===== config.mk =====
export PLATFORM = sky130hd
export DESIGN_NAME = dl_readout_slave
export DESIGN_NICKNAME = d
export VERILOG_FILES = /design/src/rtl/dl_readout_slave.sv
export SDC_FILE = /design/constraint.sdc
export NUM_CORES = 1
export LEC_CHECK = 0
export BUFFER_PORTS_ARGS = -buffer_cell sky130_fd_sc_hd__buf_2
export CAP_MARGIN = 40
export CORE_UTILIZATION = 65
export CTS_BUF_LIST = sky130_fd_sc_hd__clkbuf_4 sky130_fd_sc_hd__clkbuf_8
export CTS_CLUSTER_DIAMETER = 40
export DETAILED_ROUTE_END_ITERATION = 8
export PLACE_DENSITY = 0.83
export SETUP_SLACK_MARGIN = 0.1
export SKIP_CTS_REPAIR_TIMING = 1
export SYNTH_ARGS = -nofsm -noshare
export SYNTH_HDL_FRONTEND = slang
export SYNTH_SLANG_ARGS = --single-unit

===== constraint.sdc =====
create_clock -name clk -period 4.2 [get_ports clk]
set_input_delay 0 -clock clk [delete_from_list [all_inputs] [get_ports clk]]
set_output_delay 0 -clock clk [all_outputs]
set_load 0.01 [all_outputs]

===== src/rtl/dl_readout_slave.sv =====
module dl_readout_slave #(
  parameter int FILT_CYCLES = 10
) (
  input  logic       clk,
  input  logic       rst_n,
  input  logic [1:0] addr_sel,
  input  logic       rx_we,
  input  logic [2:0] rx_sel,
  input  logic [7:0] rx_byte,
  input  logic       data_valid,
  input  logic       scl_i,
  input  logic       sda_i,
  output logic       sda_oe
);
  localparam int FW = $clog2(FILT_CYCLES + 1);
  localparam logic [4:0] ADDR_HI = 5'b00100;

  typedef enum logic [2:0] {S_IDLE, S_ADDR, S_AACK, S_TX, S_MACK, S_WAIT} state_t;

  wire [1:0] raw = {sda_i, scl_i};
  logic [1:0] filt, synced;

  for (genvar g = 0; g < 2; g++) begin : g_flt
    logic m0, m1, f;
    logic [FW-1:0] c;
    always_ff @(posedge clk or negedge rst_n) begin
      if (!rst_n) begin
        m0 <= 1'b1; m1 <= 1'b1; f <= 1'b1; c <= '0;
      end else begin
        m0 <= raw[g];
        m1 <= m0;
        if (m1 == f) c <= '0;
        else if (c == FW'(FILT_CYCLES - 1)) begin
          f <= m1;
          c <= '0;
        end else c <= c + 1'b1;
      end
    end
    assign filt[g]   = f;
    assign synced[g] = m1;
  end

  wire scl_f = filt[0];
  wire sda_f = filt[1];
  logic scl_d, sda_d;
  always_ff @(posedge clk or negedge rst_n)
    if (!rst_n) begin scl_d <= 1'b1; sda_d <= 1'b1; end
    else begin scl_d <= scl_f; sda_d <= sda_f; end

  wire start_det = scl_f & scl_d & sda_d & ~sda_f;
  wire stop_det  = scl_f & scl_d & ~sda_d & sda_f;
  wire scl_rise  = scl_f & ~scl_d;
  wire scl_fall  = ~scl_f & scl_d;
  wire bus_evt   = start_det | stop_det;

  state_t state;
  logic [3:0] bitcnt;
  logic [7:0] shreg;
  logic [2:0] pos;
  logic m_nack, addressed, pending, newdata, sent_any;
  logic [4:0][7:0] rx_bank, tx_bank;

  wire [2:0] sel      = (pos == 3'd4) ? 3'd0 : pos + 3'd1;
  wire [7:0] out_byte = newdata ? tx_bank[sel] : 8'hFF;
  wire do_copy = (data_valid & ~addressed) | ((pending | data_valid) & bus_evt);

  always_ff @(posedge clk or negedge rst_n) begin
    if (!rst_n) begin
      state <= S_IDLE; bitcnt <= '0; shreg <= '0; pos <= '0;
      m_nack <= 1'b0; addressed <= 1'b0; sent_any <= 1'b0; sda_oe <= 1'b0;
    end else if (start_det) begin
      state <= S_ADDR; bitcnt <= '0; pos <= '0; sda_oe <= 1'b0; addressed <= 1'b0;
    end else if (stop_det) begin
      state <= S_IDLE; sda_oe <= 1'b0; addressed <= 1'b0; sent_any <= 1'b0;
    end else begin
      case (state)
        S_ADDR: begin
          if (scl_rise) begin
            shreg  <= {shreg[6:0], sda_f};
            bitcnt <= bitcnt + 4'd1;
          end else if (scl_fall && bitcnt == 4'd8) begin
            if (shreg == {ADDR_HI, addr_sel, 1'b1}) begin
              sda_oe <= 1'b1; addressed <= 1'b1; state <= S_AACK;
            end else state <= S_WAIT;
          end
        end
        S_AACK, S_MACK: begin
          if (scl_rise) m_nack <= sda_f;
          if (scl_fall) begin
            if (state == S_MACK && m_nack) begin
              state <= S_WAIT; sda_oe <= 1'b0;
            end else begin
              shreg <= out_byte; sda_oe <= ~out_byte[7];
              bitcnt <= 4'd7; state <= S_TX;
            end
          end
        end
        S_TX: begin
          if (scl_fall) begin
            if (bitcnt == 4'd0) begin
              sda_oe <= 1'b0; state <= S_MACK; sent_any <= 1'b1;
              if (pos != 3'd4) pos <= pos + 3'd1;
            end else begin
              sda_oe <= ~shreg[6];
              shreg  <= {shreg[6:0], 1'b0};
              bitcnt <= bitcnt - 4'd1;
            end
          end
        end
        default: sda_oe <= 1'b0;
      endcase
    end
  end

  always_ff @(posedge clk or negedge rst_n) begin
    if (!rst_n) begin
      rx_bank <= '0; tx_bank <= '0; newdata <= 1'b0; pending <= 1'b0;
    end else begin
      if (rx_we && rx_sel <= 3'd4) rx_bank[rx_sel] <= rx_byte;
      pending <= (pending | (data_valid & addressed)) & ~bus_evt;
      if (do_copy) begin
        tx_bank <= rx_bank;
        newdata <= 1'b1;
      end else if (stop_det && sent_any) newdata <= 1'b0;
    end
  end

  p_no_write_ack_r1: assert property (@(posedge clk) disable iff (!rst_n)
    (state == S_ADDR && scl_fall && bitcnt == 4'd8 && !shreg[0] && !bus_evt) |=> !sda_oe);
  p_drive_while_low_r3: assert property (@(posedge clk) disable iff (!rst_n)
    $rose(sda_oe) |-> !scl_f);
  p_hold_snapshot_r4: assert property (@(posedge clk) disable iff (!rst_n)
    (addressed && !bus_evt) |=> $stable(tx_bank));
  p_flag_drop_r5: assert property (@(posedge clk) disable iff (!rst_n)
    $fell(newdata) |-> $past(stop_det));
  p_filter_follow_r8: assert property (@(posedge clk) disable iff (!rst_n)
    $rose(scl_f) |-> $past(synced[0]));
  p_released_wait_r9: assert property (@(posedge clk) disable iff (!rst_n)
    (state == S_WAIT) |-> !sda_oe);
endmodule


== Word level (Yosys, flattened, before mapping) ==
Cells that the tools add are included.
W data, S select, Z words.

* Add/sub/neg operators: 5
* Order comparisons: 4
* Equal/unequal tests: 30
* Muxes and demuxes: 60
* Bitwise logic cells: 27
* Reduce and logical (&&, ||, !) cells: 31

{| class="wikitable"
|+ Operators with widths
! cell !! number
|-
| $mux W8 || 8
|-
| $mux W3 || 16
|-
| $mux W4 || 11
|-
| $bwmux W40 || 1
|-
| $bmux W8 S3 || 1
|-
| $demux W8 S3 || 1
|-
| $ne A4 B4 Y1 const B || 6
|-
| $pmux W8 S3 || 1
|-
| $ne A3 B3 Y1 const B || 7
|-
| $mux W1 || 18
|-
| $reduce_bool A2 Y1 || 8
|-
| $add A4 B1 Y4 const B || 3
|-
| $eq A4 B4 Y1 const B || 3
|-
| $ne A2 B2 Y1 const B || 6
|-
| $not A1 Y1 || 12
|-
| $pmux W4 S3 || 1
|-
| $reduce_and A4 Y1 || 3
|-
| $reduce_bool A3 Y1 || 4
|-
| $and A1 B1 Y1 || 11
|-
| $reduce_and A5 Y1 || 2
|-
| $pmux W3 S3 || 1
|-
| $eq A8 B6 Y1 || 1
|-
| $lt A3 B4 Y1 const B || 2
|-
| $reduce_and A8 Y1 || 1
|-
| other kinds (18) || 29
|}

* Bits in registers: 120
* Input port bits: 19
* Output and inout bits: 1
* Logic and storage cells: 187

== Longest topological paths before layout ==
* Depth after elaboration: 11
* Depth in mapped cells: 9
* Gate-level depth less buffers: 9

== Least setup slack after synthesis ==
OpenSTA, ideal clock, no wires.

* Kind: flip-flop to flip-flop
* Start: register pos[0]
* End: register shreg[1]
* Arrival: 1961 ps
* Required time: 4105 ps
* Path slack: 2143 ps
* Cell stages (with the launch flop): 8
* Clock period less this slack: 2057 ps
* Path through: dfrtp_1 > clkinv_1 > ha_1 > nor3b_1 > nor2_1 > nor3_2 > a221oi_1 > o31ai_1

* Word-level cells in the longest chain between the ends: 8
* Elaborated cells between the ends (all ways): 9
* Those cells by class: add/sub: 1; eq/ne: 1; mux: 7

{| class="wikitable"
|+ RTL lines
! what !! line !! text
|-
| from (decl) || 59 || <nowiki>logic [2:0] pos;</nowiki>
|-
| from (signal assigned) || 102 || <nowiki>if (pos != 3'd4) pos <= pos + 3'd1;</nowiki>
|-
| $add A3 B1 Y3 / $eq A3 B3 Y1 (equally long branches) || 63 || <nowiki>wire [2:0] sel = (pos == 3'd4) ? 3'd0 : pos + 3'd1;</nowiki>
|-
| $mux W3 * || 63 ||
|-
| $bmux W8 S3 * || 64 || <nowiki>wire [7:0] out_byte = newdata ? tx_bank[sel] : 8'hFF;</nowiki>
|-
| $mux W8 (not written as such) * || 64 ||
|-
| $mux W8 * || 64 ||
|-
| $mux W8 * || 90 || <nowiki>if (state == S_MACK && m_nack) begin</nowiki>
|-
| $mux W8 * || 89 || <nowiki>if (scl_fall) begin</nowiki>
|-
| $pmux W8 S3 * || 76 || <nowiki>case (state)</nowiki>
|-
| to (signal assigned) || 79 || <nowiki>shreg <= {shreg[6:0], sda_f};</nowiki>
|-
| to (signal assigned) || 93 || <nowiki>shreg <= out_byte; sda_oe <= ~out_byte[7];</nowiki>
|-
| to (signal assigned) || 105 || <nowiki>shreg <= {shreg[6:0], 1'b0};</nowiki>
|-
| to (decl) || 58 || <nowiki>logic [7:0] shreg;</nowiki>
|}

Every way passes the cells marked *; elsewhere a longest branch is shown, timed or not. The select of a mux whose other input is x is not followed.
A chain may end at the register's enable or synchronous reset.

== Final worst setup path ==
* Start: register pos[0]
* End: register shreg[2]

The elaborated chain is that of the path after synthesis.

==> impl_metrics.tcl <==
set metrics [dict create \
    crit_required_ns 4.51 \
    relSlewSlack_pct 39.2 \
    die_h_um 94.3 \
    area_growth_pct 13.6 \
    fmax_ghz 0.302 \
    firstDrtPassIters 8 \
    whs_ns -0.00909 \
    viasPerCell 6.15 \
    mostFrequentLayoutCell "dfrtp_1" \
    crit_fanout 21 \
    utilization_pct 76.6 \
    async_flop_share_pct 100 \
    vias 3739 \
    io_pins 20 \
    layout.cells.most_common_list "dfrtp_1 (112), mux2_2 (82), nand2_1 (32), nor2_1 (31)" \
    vdd_drop_max_uv 382 \
    ys_types 63 \
    drive_gt1_share_pct 31.6 \
    grt_remaining_overflow 0 \
    fin_skew_ns 0.0143 \
    tightest_slew_ns 0.911 \
    grt_max_degree 73 \
    drc 0 \
    violations "hold timing" \
    rows 33 \
    clock_latency_ns 0.43 \
    arrival_ns 3.62 \
    track_usage_pct 28.6 \
    portBuffers 19 \
    final_max_slew_viol_count 0 \
    initial_core_util_pct 67.4 \
    cts_sinks 120 \
    syn_nets 481 \
    ys_warn_count 0 \
    synth-main-ff-cell "dfrtp_1" \
    min_path_type "primary input to asynchronous set/reset pin" \
    drv_cap 0 \
    syn_inst 453 \
    h-tree-depth 4 \
    fillCellCount 522 \
    synth_edf_count 0 \
    nets 518 \
    antenna_found_initial 0 \
    crit_path_end_kind "flop" \
    dieArea_um2 8900 \
    status "finished, violations left" \
    wirelength_mm 11.4 \
    die_w_um 94.3 \
    grt_pass1_vias 3827 \
    p_leak_nw 2.66 \
    pwr_density_cell_nw_per_um2 467 \
    cts.clk_slew.worst_paths_ns 0.08 \
    finalHoldViolCount 2 \
    start_kind "flop" \
    clockBufferDepth 2 \
    tns_ns 0 \
    register_area_um2 3010 \
    hpwl_mm 7.72 \
    rsz0062_at_grt "no" \
    synthesis.area_um2 5540 \
    syn_avg_cell_area_um2 12.2 \
    multi_input_area_um2 2400 \
    cts_buffers 17 \
    ys_ff_latch 120 \
    cts_root_buf "clkbuf_8" \
    setup-violations-final 0 \
    gp_congestion 0.932 \
    wire_per_inst_um 18.8 \
    critical_path_class "flop to flop" \
    coreArea_um2 8220 \
    grt_pass1_wl_mm 19.0 \
    layout_worst_path_cycle_share_pct 78.8 \
    antennaDiodeCount 0 \
    cts_tree "yes" \
    fin_crit_ns 3.31 \
    yosysSeqAreaShare_pct 54.4 \
    drtIter0Drc 251 \
    ant_nets 0 \
]
cells in the mapped netlist, types with 2 or more instances:
cell type | number | share of area [%]
nand3_1 | 7 | 0.63
a21oi_2 | 2 | 0.32
xnor2_1 | 7 | 1.1
nor3b_1 | 3 | 0.41
a21oi_1 | 12 | 1.1
o211a_1 | 2 | 0.36
nor3_2 | 2 | 0.36
a31o_2 | 2 | 0.32
o21ai_0 | 8 | 0.72
buf_2 | 3 | 0.27
mux2_1 | 2 | 0.41
and2_1 | 11 | 1.2
o221ai_1 | 7 | 1.1
nand2b_1 | 3 | 0.34
o31ai_1 | 7 | 0.95
xor2_1 | 5 | 0.79
a31oi_1 | 9 | 1.0
inv_1 | 10 | 0.68
nor3_1 | 4 | 0.36
mux2i_1 | 9 | 1.6
a21o_1 | 2 | 0.27
mux2_2 | 82 | 17
nor2_1 | 31 | 2.1
nor2b_1 | 5 | 0.56
clkbuf_1 | 11 | 0.75
nand3b_1 | 3 | 0.41
buf_4 | 4 | 0.54
nand4_1 | 2 | 0.23
or2_2 | 2 | 0.23
dfrtp_1 | 112 | 51
ha_1 | 8 | 1.8
dfstp_2 | 8 | 3.8
nand2_1 | 32 | 2.2
a221oi_1 | 7 | 1.1
worst max-delay path, cell delays in order (launching register included):
cell and delay [ns]:
dfrtp_1 0.85, clkinv_1 0.49, ha_1 0.39, nor3b_1 0.32, nor2_1 0.22, nor3_2 0.43
a221oi_1 0.18, o31ai_1 0.30
report_power, final:
group,switching [mW],internal (mW)
sequential,0.138,1.36
combinational,0.139,0.207
clock,0.458,0.632
total,0.735,2.20
per-stage QoR:
step | power [mW] | hold WS (ns) | setup WS (ns) | std cells | area (um2)
after detailed placement | 1.86 | -0.0871 | 0.983 | 564 | 5750
after global routing | 3.07 | 0.00610 | 0.555 | 608 | 6290
final | 2.94 | -0.00909 | 0.889 | 608 | 6290
after global placement | 1.82 | 0.105 | 1.20 | 560 | 5700
after CTS | 2.95 | -0.561 | 0.941 | 596 | 6170
after floorplan | 1.71 | -0.296 | 2.14 | 453 | 5540
cell families (layout without fill, tap and decap cells):
family | count (synthesis) | after routing | synth area share, %
flops | 120 | 120 | 54.4
simple gates | 113 | 113 | 10.4
mux | 93 | 93 | 18.7
compound gates | 76 | 76 | 10.1
buf+inv | 30 | 80 | 2.39
xor+xnor | 12 | 12 | 1.90
fa+ha+maj | 9 | 9 | 2.17
state kept, by name (all words and copies together), names as in the netlist:
register and count:
sda_oe 1, sda_d 1, bitcnt 4, pending 1
rx_bank 40, scl_d 1, state 3, g_flt.m1 2
newdata 1, shreg 8, m_nack 1, g_flt.f 2
tx_bank 40, g_flt.c 8, addressed 1, pos 3
g_flt.m0 2, sent_any 1
metal layers:
metal | vias up | share of wire (%) | global-route usage (%)
met1 | 1876 | 43 | 36.6
met2 | 118 | 50 | 46.6
met4 | 0 | 1.6 | 11.8
li1 | 1719 | - | -
met5 | - | 0 | 0
met3 | 26 | 5.0 | 7.28
path summary, 6_finish.rpt:
check,start,endpoint,slack [ns],depth (start not counted)
worst max-delay path,pos[0]$_DFFE_PN0P_,shreg[2]$_DFFE_PN0P_,0.89,7
worst min-delay path,rst_n,state[1]$_DFFE_PN0P_,-0.009,2
worst max register to register,pos[0]$_DFFE_PN0P_,shreg[2]$_DFFE_PN0P_,0.89,7
worst min register to register,g_flt[1].m0$_DFF_PN1_,g_flt[1].m1$_DFF_PN1_,0.36,0
max in group asynchronous,rst_n,sda_d$_DFF_PN1_,3.14,4
min in group clk,rx_sel[1],rx_bank[38]$_DFFE_PN0P_,0.06,3
layout make-up:
class	instances	share of cell area, %
sequential	120	47.9
multi-input combinational	303	38.2
timing repair buffer	37	4.46
clock buffer	21	4.40
clock inverter	11	2.33
tap	105	2.09
inverter	11	0.656
Note: power is estimated with default switching activity, not from simulation.
